--- src/rtl/refmode_pkg.sv ---
package refmode_pkg;
  localparam int unsigned MODE_W    = 2;
  localparam int unsigned NUM_MODES = 1 << MODE_W;

  typedef enum logic [MODE_W-1:0] {
    MODE_FREERUN  = 2'd0,
    MODE_ACQUIRE  = 2'd1,
    MODE_LOCKED   = 2'd2,
    MODE_HOLDOVER = 2'd3
  } mode_e;

  typedef struct packed {
    logic ref_ok;
    logic lock;
    logic sync;
    logic hist;
    logic sw_req;
  } cond_t;
endpackage

--- src/rtl/refmode_rst_sync.sv ---
module refmode_rst_sync #(
  parameter int unsigned STAGES = 2
) (
  input  logic clk,
  input  logic rst_n,
  output logic rst_n_sync
);
  logic [STAGES-1:0] chain_q;

  always_ff @(posedge clk or negedge rst_n) begin
    if (!rst_n) chain_q <= '0;
    else        chain_q <= {chain_q[STAGES-2:0], 1'b1};
  end

  assign rst_n_sync = chain_q[STAGES-1];
endmodule

--- src/rtl/refmode_next.sv ---
module refmode_next
  import refmode_pkg::*;
(
  input  mode_e cur_mode,
  input  cond_t cond,
  output mode_e nxt_mode,
  output logic  sw_accept
);
  always_comb begin
    nxt_mode  = cur_mode;
    sw_accept = 1'b0;
    if (!cond.ref_ok) begin
      // reference loss outranks every other condition
      unique case (cur_mode)
        MODE_ACQUIRE,
        MODE_LOCKED:   nxt_mode = cond.hist ? MODE_HOLDOVER : MODE_FREERUN;
        MODE_HOLDOVER: nxt_mode = cond.hist ? MODE_HOLDOVER : MODE_FREERUN;
        default:       nxt_mode = MODE_FREERUN;
      endcase
    end else begin
      unique case (cur_mode)
        MODE_FREERUN,
        MODE_HOLDOVER: nxt_mode = MODE_ACQUIRE;
        MODE_ACQUIRE: begin
          if (cond.sw_req) begin
            sw_accept = 1'b1;
          end else if (cond.lock) begin
            nxt_mode = MODE_LOCKED;
          end
        end
        MODE_LOCKED: begin
          if (cond.sw_req) begin
            sw_accept = 1'b1;
            nxt_mode  = MODE_ACQUIRE;
          end else if (!cond.lock && !cond.sync) begin
            nxt_mode = MODE_ACQUIRE;
          end
        end
        default: nxt_mode = MODE_FREERUN;
      endcase
    end
  end
endmodule

--- src/rtl/refmode_strobe.sv ---
module refmode_strobe #(
  parameter int unsigned N = 2
) (
  input  logic         clk,
  input  logic         rst_n,
  input  logic         en,
  input  logic [N-1:0] set_i,
  output logic [N-1:0] pulse_o
);
  logic [N-1:0] pulse_q;

  for (genvar g = 0; g < N; g++) begin : g_pulse
    always_ff @(posedge clk or negedge rst_n) begin
      if (!rst_n)  pulse_q[g] <= 1'b0;
      else if (en) pulse_q[g] <= set_i[g];
    end
  end

  assign pulse_o = pulse_q;
endmodule

--- src/rtl/refmode_ctrl.sv ---
module refmode_ctrl
  import refmode_pkg::*;
#(
  parameter int unsigned RST_STAGES = 2
) (
  input  logic                 clk,
  input  logic                 rst_n,
  input  logic                 ref_avail_i,
  input  logic                 freq_lock_i,
  input  logic                 sync_i,
  input  logic                 hist_avail_i,
  input  logic                 ref_switch_i,
  output logic [MODE_W-1:0]    mode_o,
  output logic [NUM_MODES-1:0] mode_oh_o,
  output logic                 mode_chg_o,
  output logic                 ref_chg_o
);
  localparam int unsigned NSTB = 2;

  logic        rst_n_int;
  logic        upd_en;
  cond_t       cond;
  mode_e       mode_q;
  mode_e       mode_d;
  logic        sw_acc;
  logic [NSTB-1:0] stb_set;
  logic [NSTB-1:0] stb_q;

  refmode_rst_sync #(.STAGES(RST_STAGES)) u_rst (
    .clk        (clk),
    .rst_n      (rst_n),
    .rst_n_sync (rst_n_int)
  );

  assign cond = '{ref_ok: ref_avail_i, lock: freq_lock_i, sync: sync_i,
                  hist: hist_avail_i, sw_req: ref_switch_i};

  refmode_next u_next (
    .cur_mode  (mode_q),
    .cond      (cond),
    .nxt_mode  (mode_d),
    .sw_accept (sw_acc)
  );

  assign upd_en = 1'b1;

  always_ff @(posedge clk or negedge rst_n_int) begin
    if (!rst_n_int)  mode_q <= MODE_FREERUN;
    else if (upd_en) mode_q <= mode_d;
  end

  assign stb_set = {sw_acc, (mode_d != mode_q)};

  refmode_strobe #(.N(NSTB)) u_stb (
    .clk     (clk),
    .rst_n   (rst_n_int),
    .en      (upd_en),
    .set_i   (stb_set),
    .pulse_o (stb_q)
  );

  for (genvar m = 0; m < NUM_MODES; m++) begin : g_oh
    assign mode_oh_o[m] = (mode_q == mode_e'(m));
  end

  assign mode_o     = mode_q;
  assign mode_chg_o = stb_q[0];
  assign ref_chg_o  = stb_q[1];
endmodule

--- config.mk ---
export PLATFORM = sky130hd
export DESIGN_NAME = refmode_ctrl
export DESIGN_NICKNAME = d
export VERILOG_FILES = /design/src/rtl/refmode_pkg.sv /design/src/rtl/refmode_rst_sync.sv /design/src/rtl/refmode_next.sv /design/src/rtl/refmode_strobe.sv /design/src/rtl/refmode_ctrl.sv
export SDC_FILE = /design/constraint.sdc
export NUM_CORES = 1
export LEC_CHECK = 0
export BUFFER_PORTS_ARGS = -buffer_cell sky130_fd_sc_hd__buf_2
export CAP_MARGIN = 10
export CORE_AREA = 2 2 39 41
export DETAILED_ROUTE_END_ITERATION = 12
export DIE_AREA = 0 0 41 43
export PLACE_DENSITY_LB_ADDON = 0.05
export RECOVER_POWER = 25
export SKIP_CTS_REPAIR_TIMING = 1
export SYNTH_ARGS = -nofsm -noshare
export SYNTH_HDL_FRONTEND = slang
export SYNTH_SLANG_ARGS = --single-unit
--- constraint.sdc ---
create_clock -name clk -period 1.4 [get_ports clk]
set_input_delay 0.07 -clock clk [delete_from_list [all_inputs] [get_ports clk]]
set_output_delay 0.07 -clock clk [all_outputs]
set_load 0.005 [all_outputs]
* Word-level counts from Yosys, hierarchy flattened
Cells that the tools add are included.
Cells by class: equality and inequality tests 4, multiplexer cells 11, reduce and logical (&&, ||, !) cells 7
Operator list (count):
- 2-bit two-way mux | 7
- 2-bit one-hot mux with 3 select lines | 1
- 2-bit == test, second input constant | 2
- 2-bit OR reduction | 2
- 1-bit two-way mux | 3
- 3-bit OR reduction | 1
- 2-bit by 1-bit == test with 1-bit output, second input constant | 1
- 1-bit logical NOT | 2
- 2-bit logical NOT | 1
- 2-bit inequality test | 1
- 1-bit logical AND | 1
Storage, ports and cells: bits in registers 6, input port bits 7

* Depth between registers and ports, before layout
Gate-level depths: netlist (run 1).
word-level depth 7, gate-level depth with buffers 7

* Modules after synthesis
From an unflattened synthesis (run 1), not the netlist that was laid out.
Unflattened totals: cells, all modules 36, area, all modules 387.9 µm²
Modules (own cells, without submodules):
- refmode_next | times used 1, cells an instance 19, area an instance 157.7 µm², seq. area each 0.0 µm²
- refmode_ctrl | times used 1, cells an instance 10, area an instance 103.8 µm², seq. area each 50.0 µm²
- refmode_strobe | times used 1, cells an instance 4, area an instance 72.6 µm², seq. area each 50.0 µm²
- refmode_rst_sync | times used 1, cells an instance 3, area an instance 53.8 µm², seq. area each 50.0 µm²

* Worst setup path before layout (run 1)
Ideal clock, no wire load.
path type register to register, start point reg mode_q[0] (netlist: mode_o[0]), end point reg u_stb.pulse_q[0] (netlist: u_stb.pulse_o[0]), setup time 122 ps, data arrival time 1637 ps, required time 1278 ps, setup slack -358 ps, cell stages (with the launch flop) 8, buffers on the path 0, clock period less this slack 1758 ps, path through dfrtp_1 > inv_1 > ha_1 > a21o_1 > a221o_1 > a31o_2 > xnor2_1 > nand2_1
On the way: word-level cells in the longest chain between the ends 5, elaborated cells on any way between the ends 14
Ends and longest elaborated chain:
- start: declaration | line refmode_ctrl.sv:23 | mode_e mode_q;
- start signal: assignment | line refmode_ctrl.sv:49 | else if (upd_en) mode_q <= mode_d;
- 2-bit == test *
- named net mode_oh_o[2] | line refmode_ctrl.sv:14 | output logic [NUM_MODES-1:0] mode_oh_o,
- 3-bit OR reduction (no source line)
- 2-bit two-way mux
- 2-bit two-way mux * | line refmode_next.sv:12 | if (!cond.ref_ok) begin
- named net mode_d[1] | line refmode_ctrl.sv:24 | mode_e mode_d;
- 2-bit inequality test * | line refmode_ctrl.sv:52 | assign stb_set = {sw_acc, (mode_d != mode_q)};
- named net stb_set[0] | line refmode_ctrl.sv:26 | logic [NSTB-1:0] stb_set;
- end signal: indexed assignment | line refmode_strobe.sv:15 | else if (en) pulse_q[g] <= set_i[g];
- end: declaration | line refmode_strobe.sv:10 | logic [N-1:0] pulse_q;
The timed path passes the listed nets; every way through them passes the cells marked *.

* Worst setup path in the final report (run 1)
start point reg mode_q[1] (netlist: mode_o[1]), end point reg u_stb.pulse_q[0] (netlist: u_stb.pulse_o[0])
On the way: word-level cells in the longest chain between the ends 5, elaborated cells on any way between the ends 14
Ends and longest elaborated chain:
- 2-bit == test, or another cell as far along | line refmode_next.sv:14, refmode_next.sv:21
- 2-bit OR reduction, or another cell as far along | line refmode_next.sv:21 | unique case (cur_mode)
- 2-bit one-hot mux with 3 select lines or 2-bit two-way mux (tied branches)
- 2-bit two-way mux * | line refmode_next.sv:12
- named net mode_d[1] | line refmode_ctrl.sv:24
- 2-bit inequality test * | line refmode_ctrl.sv:52
- named net stb_set[0] | line refmode_ctrl.sv:26
Marked as above.

==> impl_summary.txt, run 1 <==
----------------------------------------------------
[Run status]
  Status ... finished, violations left
  Violated checks ... negative setup slack

[Flow run]
  Maximum Capacitance Violations ... 0

[Power]
  Lkg Pwr ... 0.2810 nW
  Post-layout total power ... 1.007 mW
  Maximum vdd drop ... 0.6849 mV
  Power share of the combinational group ... 55.6%
  Net switching power of the design ... 350.1 uW
  Relative contribution of sequential cells to total power ... 27.7%
  Cell-internal power ... 656.5 uW
  Clock share of power ... 16.7%
  Net switching share of the total power ... 34.78%
  Power Density ... 1845 nW/um^2

[Logic synthesis]
  Multiplexer fraction of the synthesized cell area ... 0%
  Adder-Cell Fraction of Synth Area ... 15.44%
  Simple-gate share of the synthesized area ... 15.06%
  Largest family of logic cells by synthesized area ... adder cells
  Netlist area before placement ... 324.1 sq um
  Synth Area per Inst ... 11.17 sq um
  Mapped Nets ... 40
  Distinct cell type count after synthesis ... 17
  Area fraction in compound gates after synthesis ... 14.29%
  Share of the synthesized netlist area taken by xor and xnor gates ... 5.405%
  Share of synthesized area occupied by flip-flops and latches ... 46.33%
  Instance count of the mapped netlist ... 29
  FF+latch count, synth ... 6
  Yosys warning total ... 0

[Setup path]
  Cell depth of the worst setup path ... 7
  Required time of the critical path ... 1530 ps
  Setup slack of the most critical reg-to-reg path ... -250 ps
  Slowest CP cell ... sky130_fd_sc_hd__dfrtp_2
  Number of cells on the worst reg-to-reg path ... 7
  Timing startpoint of the critical path ... mode_o[1]$_DFF_PN0_
  CP Launch Type ... flop
  Worst Path Class, Setup ... reg -> reg
  Capture point of the critical path ... u_stb.pulse_o[0]$_DFF_PN0_
  Gate family responsible for the most delay along the worst path ... compound AO/OA/AOI/OAI gates
  Ordered list of cells on the worst path ... inv_2, ha_4, a21o_1, a221o_1, a31o_4, xnor2_2, nand2_1
  Startpoint of the most critical register-to-register path ... mode_o[1]$_DFF_PN0_
  Setup crit end kind ... flop
  Critical register-to-register path endpoint ... u_stb.pulse_o[0]$_DFF_PN0_
  Critical-path maximum fanout ... 5
  Crit path buf inv count ... 1
  Crit-path max cell delay ... 430 ps
  Worst Path Arrival ... 1770 ps

[Routing]
  Detailed-route DRC error count ... 0
  Number of iterations in the first detailed-routing pass ... 2
  Initial detailed-routing violation count ... 5
  WL/cell ... 11.11 um
  Via-to-Cell Ratio ... 4.296
  Remaining antenna violation count ... 0
  Via count ... 305
  Routed wire length ... 789 um

[Timing]
  Achievable clock frequency ... 607.7 MHz
  Fin Clk Skew ... 6.904 ps
  Final clock period utilization by the worst path ... 117.5%
  Least setup slack across all paths after layout ... -245.6 ps
  Setup tns final ... -316.9 ps
  Final-report hold violation count ... 0
  Time the final worst path needs with I/O delays and setup ... 1646 ps
  Number of slew-limit violations in the final report ... 0
  Total setup violations reported at the end of the flow ... 3
  Setup repair after global routing missed its margin ... yes

[Hold path]
  Hold Path Class ... reg -> async

[Final layout]
  Post-layout net count ... 67
  Design Area, Final ... 545.5 sq um
  Layout filler cell count ... 147
  Utilization after layout ... 39.42%
  Area growth from synthesis to layout ... 68.34%
  Ant diodes ... 0
  Number of standard cells in the final layout excluding fillers ... 71
  Most frequent standard cell in the layout excluding fill and tap cells ... sky130_fd_sc_hd__buf_2
  Fraction of layout cells with a size suffix above 1 ... 56.36%
  Most used cells in the layout excluding fill and tap cells ... sky130_fd_sc_hd__buf_2 (13), sky130_fd_sc_hd__buf_4 (7), sky130_fd_sc_hd__dfrtp_1 (4), sky130_fd_sc_hd__clkbuf_4 (3)

[Clocking]
  Root buffer selected by CTS ... sky130_fd_sc_hd__clkbuf_4
  Number of sinks driven by the clock tree ... 6
  Maximum level of the CTS H-tree ... 1
  Clock Latency Late Sink ... 240 ps
  Clock Pin Slew Worst Setup and Hold Paths ... 50 ps
  TritonCTS clock tree ... built
  Deepest clock path buffer count ... 2
  CTS Buf Count ... 3

[Global routing]
  Aggregate global routing overflow ... 0
  Number of global-route vias before repair ... 330
  Antenna violations before repair ... 0
  Pin count of the biggest net entering global routing ... 6
  Global-route wire length before repair ... 1373 um
  GRT Overall Usage ... 12.12%

[Place]
  Routability cong. ... 0.6925
  Post-detail-place hpwl ... 685.6 um
  Placed Instance Area ... 486.7 sq um
  Count of input and output buffers ... 14
  Total instance count after detailed placement ... 65

[Die]
  Chip Width ... 41 um
  Ports placed on the boundary ... 15
  Die area ... 1763 sq um
  Vert. Die Dim ... 43 um
  Effective utilization at floorplan ... 23.42%
  Core box area ... 1384 sq um
  Placement row count ... 14

----------------------------------------------------
[metrics by stage]
step	hold WS, ps	setup slack, ps
finish	52.93	-245.6
global route	80.91	-316.1
CTS	-403.1	-279.9
detailed placement	-143.6	-270.2
global placement	-146.6	-230.0
floorplan	-225.6	-209.5
[layer usage]
metal	share of wire [%]	track usage [%]
met1	37	12.79
met3	5.4	1.571
met5	0	0
met2	55	18.75
met4	2.4	12.00
[worst reg2reg max path, cell delays in order (launching register included)]
cell                      delay (ps)
sky130_fd_sc_hd__dfrtp_2         430
sky130_fd_sc_hd__inv_2            70
sky130_fd_sc_hd__ha_4            170
sky130_fd_sc_hd__a21o_1          150
sky130_fd_sc_hd__a221o_1         300
sky130_fd_sc_hd__a31o_4          230
sky130_fd_sc_hd__xnor2_2         110
sky130_fd_sc_hd__nand2_1          70
[cell type report]
cell class	instances	area, sq um	area share, %
clock buffer	4	26.28	4.817
inverter	2	7.507	1.376
multi-input combinational	21	207.7	38.07
sequential	6	152.6	27.98
tap	16	20.02	3.670
timing repair buffer	22	131.4	24.08
[flip-flops by register name (all words and copies together) (netlist names)]
name / count
u_stb.pulse_o: 2
mode_o: 2
u_rst.chain_q: 2
[cells in the mapped netlist]
| cell | number | area share (%) |
|---|---|---|
| sky130_fd_sc_hd__and4b_1 | 1 | 3.1 |
| sky130_fd_sc_hd__ha_1 | 4 | 15 |
| sky130_fd_sc_hd__o21ai_0 | 1 | 1.5 |
| sky130_fd_sc_hd__dfrtp_1 | 6 | 46 |
| sky130_fd_sc_hd__conb_1 | 1 | 1.2 |
| sky130_fd_sc_hd__and2_1 | 1 | 1.9 |
| sky130_fd_sc_hd__o21ai_1 | 1 | 1.5 |
| sky130_fd_sc_hd__a21o_1 | 1 | 2.3 |
| sky130_fd_sc_hd__a221o_1 | 2 | 6.2 |
| sky130_fd_sc_hd__nand2_1 | 2 | 2.3 |
| sky130_fd_sc_hd__and3_1 | 1 | 1.9 |
| sky130_fd_sc_hd__inv_1 | 2 | 2.3 |
| sky130_fd_sc_hd__xnor2_1 | 2 | 5.4 |
| sky130_fd_sc_hd__and2b_1 | 1 | 2.3 |
| sky130_fd_sc_hd__nor3b_1 | 1 | 2.3 |
| sky130_fd_sc_hd__nor2_1 | 1 | 1.2 |
| sky130_fd_sc_hd__a31o_2 | 1 | 2.7 |
[power by group through the flow]
stage | Clock [mW] | Combinational (mW) | Sequential [mW]
after CTS | 0.181 | 0.531 | 0.281
after global routing | 0.192 | 0.631 | 0.284
after detailed placement | 0 | 0.528 | 0.284
after global placement | 0 | 0.512 | 0.281
final | 0.168 | 0.560 | 0.279
after floorplan | 0 | 0.252 | 0.295
[kinds of logic (layout without fill, tap and decap cells)]
kind of cell | count (synthesis) | in the layout
AND/OR/NAND/NOR | 8 | 8
AO/OA/AOI/OAI | 6 | 6
flip-flops | 6 | 6
adder cells (fa/ha/maj) | 4 | 4
XOR/XNOR | 2 | 2
buffers and inverters | 2 | 28
other | 1 | 1
[how the worst min path moves through the flow]
stage	startpoint	to	slack, ps	depth (start not counted)
floorplan	rst_n	u_rst.chain_q[0]$_DFF_PN0_	-230	0
global placement	rst_n	u_rst.chain_q[0]$_DFF_PN0_	-150	1
detailed placement	rst_n	u_rst.chain_q[1]$_DFF_PN0_	-140	1
CTS	rst_n	u_rst.chain_q[1]$_DFF_PN0_	-400	1
global route	u_rst.chain_q[1]$_DFF_PN0_	u_stb.pulse_o[0]$_DFF_PN0_	80	0
finish	u_rst.chain_q[1]$_DFF_PN0_	u_stb.pulse_o[0]$_DFF_PN0_	50	0
Power figures use the tool's default switching activity.
==> inputs of run 2 (changes only) <==
Settings changed: SYNTH_HIERARCHICAL from default to 1.
==> run 2 against run 1 <==
Effect of this change:
- the flow still finishes with violations (negative setup slack)
- fmax shrank 6.9%
- die area stayed put
- design area increased by 14%
- sequential power down 15%
- global-route usage increased by 0.54 points
- register-to-register slack got worse by 120 ps
- setup slack lost 120 ps
- area after synthesis rose by 20%
- non-clock buffer count stayed put
- sequential cell count is the same
- routed wire length increased by 12%
==> impl_summary.txt, run 2 <==
----------------------------------------------------
[Setup path]
  Gate family responsible for the most delay along the worst path ... compound AO/OA/AOI/OAI gates
  Number of cells on the worst reg-to-reg path ... 8 (+1)
  Crit path buf inv count ... 2 (+1)
  Crit-path max cell delay ... 420 ps (about the same)
  Cell depth of the worst setup path ... 8 (+1)
  Required time of the critical path ... 1520 ps (about the same)
  Setup crit end kind ... flop
  Critical-path maximum fanout ... 4 (-1)
  Worst Path Arrival ... 1880 ps (+110 ps)
  Ordered list of cells on the worst path ... inv_4, ha_4, inv_2, a2bb2oi_2, o32ai_2, xnor2_1, nand2_1, mux2_2
  CP Launch Type ... flop
  Slowest CP cell ... sky130_fd_sc_hd__dfrtp_2
  Worst Path Class, Setup ... reg -> reg

[Run status]
  Violated checks ... negative setup slack
  Status ... finished, violations left

[Hold path]
  Hold Path Class ... reg -> async

[Final layout]
  Most used cells in the layout excluding fill and tap cells ... sky130_fd_sc_hd__buf_2 (13), sky130_fd_sc_hd__buf_4 (7), sky130_fd_sc_hd__dfrtp_1 (4)
  Ant diodes ... 0 (unchanged)
  Number of standard cells in the final layout excluding fillers ... 79 (+11%)
  Most frequent standard cell in the layout excluding fill and tap cells ... sky130_fd_sc_hd__buf_2
  Area growth from synthesis to layout ... 60.32%
  Layout filler cell count ... 138 (-6.1%)
  Total area of sequential cells ... 152.6 sq um (unchanged)
  Fraction of layout cells with a size suffix above 1 ... 65.08% (+8.7 points)
  Design Area, Final ... 621.8 sq um (+14%)
  Post-layout net count ... 74 (+10%)
  Area of combinational cells with multiple inputs ... 277.8 sq um (+34%)

[Place]
  Placed Instance Area ... 556.8 sq um (+14%)
  Routability cong. ... 0.7008 (+1.2%)
  Total instance count after detailed placement ... 73 (+12%)
  Count of input and output buffers ... 14 (unchanged)
  Placement-stage worst setup slack ... -385.6 ps (-115.5 ps)
  Post-detail-place hpwl ... 729.7 um (+6.4%)

[Clocking]
  TritonCTS clock tree ... built
  Deepest clock path buffer count ... 2 (unchanged)
  Clock Pin Slew Worst Setup and Hold Paths ... 50 ps (about the same)
  Maximum level of the CTS H-tree ... 1 (unchanged)
  Root buffer selected by CTS ... sky130_fd_sc_hd__clkbuf_4
  CTS Buf Count ... 3 (unchanged)
  Number of sinks driven by the clock tree ... 6 (unchanged)
  Clock Latency Late Sink ... 240 ps (about the same)

[Power]
  Power Density ... 1300 nW/um^2 (-30%)
  Lkg Pwr ... 0.3048 nW (+8.4%)
  Post-layout total power ... 808.5 uW (-20%)
  Maximum vdd drop ... 0.5969 mV (-13%)

[Flow run]
  Maximum Capacitance Violations ... 0 (unchanged)

[Timing]
  Final-report hold violation count ... 0 (unchanged)
  Number of slew-limit violations in the final report ... 0 (unchanged)
  Minimum hold slack ... 49.70 ps (-3.237 ps)
  Fin Clk Skew ... 9.306 ps (+2.402 ps)
  Final clock period utilization by the worst path ... 126.2% (+8.7 points)
  Least setup slack across all paths after layout ... -366.9 ps (-121.3 ps)
  Achievable clock frequency ... 566.0 MHz (-6.9%)
  Time the final worst path needs with I/O delays and setup ... 1767 ps (+121.3 ps)
  Total setup violations reported at the end of the flow ... 1 (-2)
  Setup repair after global routing missed its margin ... yes

[Routing]
  Via count ... 333 (+9.2%)
  Initial detailed-routing violation count ... 2 (-3)
  WL/cell ... 11.20 um (+0.81%)
  Via-to-Cell Ratio ... 4.215 (-1.9%)
  Routed wire length ... 885 um (+12%)
  Detailed-route DRC error count ... 0 (unchanged)
  Remaining antenna violation count ... 0 (unchanged)
  Number of iterations in the first detailed-routing pass ... 3 (+1)

[Logic synthesis]
  Distinct cell type count after synthesis ... 21 (+4)
  Cell type with the highest aggregate area in the netlist ... sky130_fd_sc_hd__dfrtp_1
  Synth top area cells ... sky130_fd_sc_hd__dfrtp_1 (39%), sky130_fd_sc_hd__ha_1 (9.7%), sky130_fd_sc_hd__mux2_2 (5.8%)
  Synth Area per Inst ... 10.77 sq um (-3.6%)
  EDFF count, synth ... 0 (unchanged)
  Post-synth top cells ... sky130_fd_sc_hd__dfrtp_1 (6), sky130_fd_sc_hd__ha_1 (3), sky130_fd_sc_hd__inv_1 (3)
  Instance count of the mapped netlist ... 36 (+24%)
  Most used standard cell by instance count after synthesis ... sky130_fd_sc_hd__dfrtp_1
  Yosys warning total ... 6 (+6)
  FF+latch count, synth ... 6 (unchanged)
  Synth async-reset ratio ... 100.0% (unchanged)
  Area share of the leading cell type in the synthesized netlist ... 38.71% (-7.6 points)
  Netlist area before placement ... 387.9 sq um (+20%)
  Most used flip-flop cell after synthesis ... sky130_fd_sc_hd__dfrtp_1
  Share of synthesized area occupied by flip-flops and latches ... 38.71% (-7.6 points)

[Global routing]
  Number of global-route vias before repair ... 331 (+0.30%)
  GRT Overall Usage ... 12.66% (+0.54 points)
  Antenna violations before repair ... 0 (unchanged)
  Aggregate global routing overflow ... 0 (unchanged)
  Global-route wire length before repair ... 1449 um (+5.5%)
  Pin count of the biggest net entering global routing ... 8 (+2)

[Die]
  Effective utilization at floorplan ... 28.03% (+4.6 points)
  Core box area ... 1384 sq um (unchanged)
  Placement row count ... 14 (unchanged)
  Vert. Die Dim ... 43 um (unchanged)
  Ports placed on the boundary ... 15 (unchanged)
  Die area ... 1763 sq um (unchanged)
  Chip Width ... 41 um (unchanged)

----------------------------------------------------
[run 2: layout make-up]
type | count | share of cell area (%)
clock buffers | 4 | 4.225
inverters | 3 | 2.213
multi-input cells | 28 | 44.67
flip-flops and latches | 6 | 24.55
well taps | 16 | 3.219
repair buffers | 22 | 21.13
[run 2: layer usage]
layer	global-route usage, %	vias up	wire length, um
met5	0	-	0
met4	8.000	0	0
met3	3.141	0	33
met2	19.69	6	506
met1	14.57	155	344
li1	-	172	-
[run 2: cell families (layout without fill, tap and decap cells)]
group,after synthesis,after routing,share of synthesized area [%]
AO/OA/AOI/OAI,5,5,14.20
multiplexers,2,2,5.806
AND/OR/NAND/NOR,13,13,22.26
flip-flops,6,6,38.71
XOR/XNOR,2,2,4.517
adder cells (fa/ha/maj),3,3,9.678
other,2,3,1.936
buffers and inverters,3,29,2.903
[run 2: path summary, 6_finish.rpt]
kind	startpoint	slack, ps	endpoint
worst min-delay path	u_rst/chain_q[1]$_DFF_PN0_	50	u_stb/pulse_o[1]$_DFFE_PN0P_
max in group asynchronous	rst_n	1100	u_rst/chain_q[1]$_DFF_PN0_
worst max-delay path	mode_o[1]$_DFF_PN0_	-370	u_stb/pulse_o[0]$_DFFE_PN0P_
worst max register to register	mode_o[1]$_DFF_PN0_	-370	u_stb/pulse_o[0]$_DFFE_PN0P_
min in group clk	ref_avail_i	140	mode_o[0]$_DFF_PN0_
worst min register to register	u_rst/chain_q[1]$_DFF_PN0_	50	u_stb/pulse_o[1]$_DFFE_PN0P_
[run 2: stage by stage]
stage / util [%] / TNS (ps)
after detailed placement: 40.24 / -385.6
after global routing: 44.94 / -525.6
after CTS: 42.13 / -407.7
after global placement: 40.24 / -342.0
after floorplan: - / -305.9
final: 44.94 / -366.9
[run 2: power by group]
part           switching (mW)  internal (mW)  leakage (nW)  total (mW)
clock network          0.0592          0.108        0.0150       0.167
registers              0.0287          0.209        0.0700       0.238
logic                   0.167          0.236         0.220       0.403
